**config.mk**
```make
export PLATFORM = sky130hd
export DESIGN_NAME = sx_net
export DESIGN_NICKNAME = d
export VERILOG_FILES = /design/src/rtl/sx_pkg.sv /design/src/rtl/sx_route.sv /design/src/rtl/sx_ctrl.sv /design/src/rtl/sx_store.sv /design/src/rtl/sx_net.sv
export SDC_FILE = /design/constraint.sdc
export NUM_CORES = 1
export LEC_CHECK = 0
export BUFFER_PORTS_ARGS = -buffer_cell sky130_fd_sc_hd__buf_2
export CORE_MARGIN = 5
export CORE_UTILIZATION = 45
export CTS_CLUSTER_SIZE = 8
export DETAILED_ROUTE_END_ITERATION = 10
export PLACE_DENSITY = 0.72
export SLEW_MARGIN = 10
export SYNTH_ARGS = -nofsm -noshare
export SYNTH_HDL_FRONTEND = slang
export SYNTH_SLANG_ARGS = --single-unit
```
**constraint.sdc**
```tcl
create_clock -name clk -period 2 [get_ports clk]
set_input_delay 0.2 -clock clk [delete_from_list [all_inputs] [get_ports clk]]
set_output_delay 0.2 -clock clk [all_outputs]
set_load 0.02 [all_outputs]
```
**src/rtl/sx_pkg.sv**
```systemverilog
package sx_pkg;
  typedef enum logic {
    SX_SHUFFLE  = 1'b0,
    SX_EXCHANGE = 1'b1
  } sx_mode_e;

  typedef enum logic [1:0] {
    SX_OP_HOLD = 2'd0,
    SX_OP_LOAD = 2'd1,
    SX_OP_STEP = 2'd2
  } sx_op_e;
endpackage

```
**src/rtl/sx_route.sv**
```systemverilog
module sx_route #(
  parameter int N = 3,
  parameter int W = 8,
  localparam int CELLS = 1 << N
) (
  input  logic [CELLS*W-1:0] cur,
  input  sx_pkg::sx_mode_e   mode,
  output logic [CELLS*W-1:0] nxt
);
  // Source of destination j under shuffle: the cell whose left rotation is j.
  function automatic int rot_right(input int j);
    return (j >> 1) | ((j & 1) << (N - 1));
  endfunction

  for (genvar j = 0; j < CELLS; j++) begin : g_dst
    localparam int SRC_SH = rot_right(j);
    localparam int SRC_EX = j ^ 1;
    assign nxt[j*W +: W] = (mode == sx_pkg::SX_EXCHANGE) ?
                           cur[SRC_EX*W +: W] : cur[SRC_SH*W +: W];
  end
endmodule

```
**src/rtl/sx_ctrl.sv**
```systemverilog
module sx_ctrl (
  input  logic            load,
  input  logic            step_valid,
  output sx_pkg::sx_op_e  op
);
  always_comb begin
    if (load)            op = sx_pkg::SX_OP_LOAD;
    else if (step_valid) op = sx_pkg::SX_OP_STEP;
    else                 op = sx_pkg::SX_OP_HOLD;
  end
endmodule

```
**src/rtl/sx_store.sv**
```systemverilog
module sx_store #(
  parameter int N = 3,
  parameter int W = 8,
  localparam int CELLS = 1 << N
) (
  input  logic               clk,
  input  logic               rst,
  input  sx_pkg::sx_op_e     op,
  input  logic [CELLS*W-1:0] load_data,
  input  logic [CELLS*W-1:0] routed,
  output logic [CELLS*W-1:0] q
);
  always_ff @(posedge clk) begin
    if (rst) begin
      q <= '0;
    end else begin
      case (op)
        sx_pkg::SX_OP_LOAD: q <= load_data;
        sx_pkg::SX_OP_STEP: q <= routed;
        default:            q <= q;
      endcase
    end
  end

  // no operation leaves every cell unchanged
  a_r4_hold: assert property (@(posedge clk) disable iff (rst)
    (op == sx_pkg::SX_OP_HOLD) |=> $stable(q));
endmodule

```
**src/rtl/sx_net.sv**
```systemverilog
module sx_net #(
  parameter int N = 3,
  parameter int W = 8,
  localparam int CELLS = 1 << N
) (
  input  logic               clk,
  input  logic               rst,
  input  logic               load,
  input  logic [CELLS*W-1:0] load_data,
  input  logic               step_valid,
  input  logic               mode,
  output logic [CELLS*W-1:0] cells_out
);
  sx_pkg::sx_op_e     op;
  sx_pkg::sx_mode_e   mode_e;
  logic [CELLS*W-1:0] routed;

  assign mode_e = sx_pkg::sx_mode_e'(mode);

  sx_ctrl u_ctrl (
    .load       (load),
    .step_valid (step_valid),
    .op         (op)
  );

  sx_route #(.N(N), .W(W)) u_route (
    .cur  (cells_out),
    .mode (mode_e),
    .nxt  (routed)
  );

  sx_store #(.N(N), .W(W)) u_store (
    .clk       (clk),
    .rst       (rst),
    .op        (op),
    .load_data (load_data),
    .routed    (routed),
    .q         (cells_out)
  );

  // reset empties every cell
  a_r1_reset_clear: assert property (@(posedge clk)
    rst |=> (cells_out == '0));

  // a load is taken verbatim, even with a step requested
  a_r3_load_wins: assert property (@(posedge clk) disable iff (rst)
    load |=> (cells_out == $past(load_data)));

  // exchange swaps cells 0 and 1
  a_r6_exchange_pair: assert property (@(posedge clk) disable iff (rst)
    (step_valid && mode && !load) |=>
      (cells_out[0 +: W] == $past(cells_out[W +: W])) &&
      (cells_out[W +: W] == $past(cells_out[0 +: W])));

  // shuffle fixes the all-zero and all-one indices
  a_r5_shuffle_ends: assert property (@(posedge clk) disable iff (rst)
    (step_valid && !mode && !load) |=>
      (cells_out[0 +: W] == $past(cells_out[0 +: W])) &&
      (cells_out[(CELLS-1)*W +: W] == $past(cells_out[(CELLS-1)*W +: W])));
endmodule

```
==> metrics.txt <==
Worst path slowest cell=or3b_4; Synth Instances=372; CTS Sinks=64; Top Ports=133; total power per unit cell area=692.0 mW/mm²; setup TNS=0 ns; GP Congestion=0.8699; async set or reset register ratio after synthesis=0; hold crit path type=in -> reg; Starting Density=0.4558; drt initial violations=252; average wire per standard cell=19.80 µm; initial antenna violation count=0; sequential element share of the synthesized area=0.3456; P&R area growth vs syn=22.61%; drc violations=0; max-slew violation count=0; clk_lat worst skew=0.34 ns; antenna cells=0; Fin. Hold Viols=0; via count=3,570; first-pass iteration count of the detailed router=5; #FFs+latches synth=64; share of cells above drive strength 1=0.3766; Synth area leader=dfxtp_1; Overall Power=3.146 mW; Yosys warning count=0; # hold bufs at CTS=0; global route total overflow=0; Lkg Pwr=1.957 nW; Largest Register=u_store.q; vias in the first global route=3,291; worst-case reg-to-reg path depth=2; GRT Overall Usage=0.2254; port bufs=132; flop-to-flop setup slack=0.88 ns; Clock Skew=0.007802 ns; Root Driver=clkbuf_8; CP Data Required Time=2.18 ns; Resize count post-CTS=0; die height=100.8 µm; CP cell instances=buf_4, or3b_4, o221ai_1; Netlist cell types=18; Arrival @ worst endpoint=1.49 ns; slew margin rel.=0.4964; antenna viol nets, final=0; fin crit share=0.6561; setup violators final=0; Post-Synth Adder-Cell Area=0; slowest stage delay, CP=0.71 ns; Syn Area/Cell=9.966 µm²; reg-to-reg startpoint=u_store.q[55]; full die area=0.01015 mm²; largest family of logic cells by synthesized area=simple AND/OR/NAND/NOR gates; RSZ-0062 raised after global routing=false; Post-Synth Simple-Gate Area=0.2791; Tmin final=1.312 ns; FP Rows=33; Filler cells=744; Regs by FF count=u_store.q: 64 flops; Syn Nets=441; Synth Area in Compound Gates=0.1795; Post-CTS Setup Inserts=0; EDFF count, synth=0; max reg flops=64; TritonCTS buffer count=9; # H-tree levels=3; hold path depth=3; Synth top area share=0.3456; Worst-path clk slew=0.07 ns; end of the worst hold path=u_store.q[57]; TritonCTS clock tree=done; Critical Setup Path Class=in -> reg; Worst setup EP type=flip-flop; largest net degree at the start of global routing=68; final net count=543; max-cap viol count=0; Synth Flop Type=dfxtp_1; count leader, synth=dfxtp_1; element type at the critical path start=input pin; Peak VDD IR=0.0003261 V; vias per cell=6.123; FF-to-FF End=u_store.q[55]; hold_sp=load_data[57]; Worst Path Max Fanout=48; Die W=100.8 µm; synth cell count leaders=dfxtp_1, mux2i_1, nand2_1; f_max=762.1 MHz; WL final=11,540 µm; mux contribution to synthesized area=0.1296; outcome=complete, no violations; CTS Buffer Depth=2; synth top area cells=dfxtp_1, mux2i_1, or4b_1; Worst Tran Pin Value=0.7555 ns; dpl hpwl=8056 µm; synthesized area=0.003707 mm²; first-pass GRT wire length=18,120 µm; Core Area=0.008134 mm²; Post-Synth XOR/XNOR Area=0
[power breakdown]
group / switching [mW] / total (mW) / internal, mW
clock: 0.488 / 0.990 / 0.501
sequential: 0.112 / 1.48 / 1.37
combinational: 0.396 / 0.679 / 0.283
total: 0.995 / 3.15 / 2.15
[worst max-delay path by stage]
| stage | start | endpoint | slack (ns) |
|---|---|---|---|
| global route | load | u_store.q[24] | 0.62 |
| floorplan | load | u_store.q[35] | 0.80 |
| finish | load | u_store.q[28] | 0.69 |
| global placement | load | u_store.q[18] | 0.42 |
| detailed placement | load | u_store.q[15] | 0.36 |
| CTS | load | u_store.q[15] | 0.72 |
[cells by family after synthesis]
kind of cell,count (synthesis)
simple gates,145
mux,48
compound gates,64
flops,64
buf+inv,51
[routing by layer]
| metal | vias to the layer above | share of wire | GRT usage |
|---|---|---|---|
| met5 | - | 0 | 0 |
| met4 | 0 | 0.022 | 0.08912 |
| met1 | 1726 | 0.46 | 0.3309 |
| met3 | 16 | 0.079 | 0.05260 |
| met2 | 143 | 0.44 | 0.3154 |
| li1 | 1685 | - | - |
[final cells by class]
cell class	instances	area, µm²	area share
clock inverters	4	20.02	0.004404
flip-flops and latches	64	1281	0.2819
well taps	105	131.4	0.02890
repair buffers	142	780.7	0.1718
multi-input cells	257	2181	0.4798
clock buffers	11	151.4	0.03331
[worst max-delay path: cells and delay by family]
kind	cells	cell delay, ns
and+or+nand+nor	1	0.71
AOI/OAI and AO/OA	1	0.22
buffers and inverters	1	0.33
[placed cells by master (no fill, tap or decap)]
cell type	count
or3b_4	1
and4bb_2	1
buf_2	129
buf_12	3
nor4_1	16
nor4bb_1	15
mux2i_1	48
or4b_2	1
nand2_1	48
or4b_1	47
dfxtp_1	64
clkinv_2	4
o221ai_2	20
a211oi_1	16
o221ai_1	28
clkbuf_8	11
buf_4	10
nor2b_1	16
[through the flow]
stage | hold slack (ns) | cells | cell area [µm²] | util | setup WS (ns)
global placement | 0.4914 | 568 | 4374 | 0.5378 | 0.4173
global route | 0.1424 | 583 | 4546 | 0.5588 | 0.6217
detailed placement | 0.4975 | 568 | 4374 | 0.5378 | 0.3606
finish | 0.1365 | 583 | 4546 | 0.5588 | 0.6878
CTS | 0.1329 | 583 | 4546 | 0.5588 | 0.7173
floorplan | 0.3812 | 372 | 3707 | - | 0.8012
Note: power is estimated with default switching activity, not from simulation.
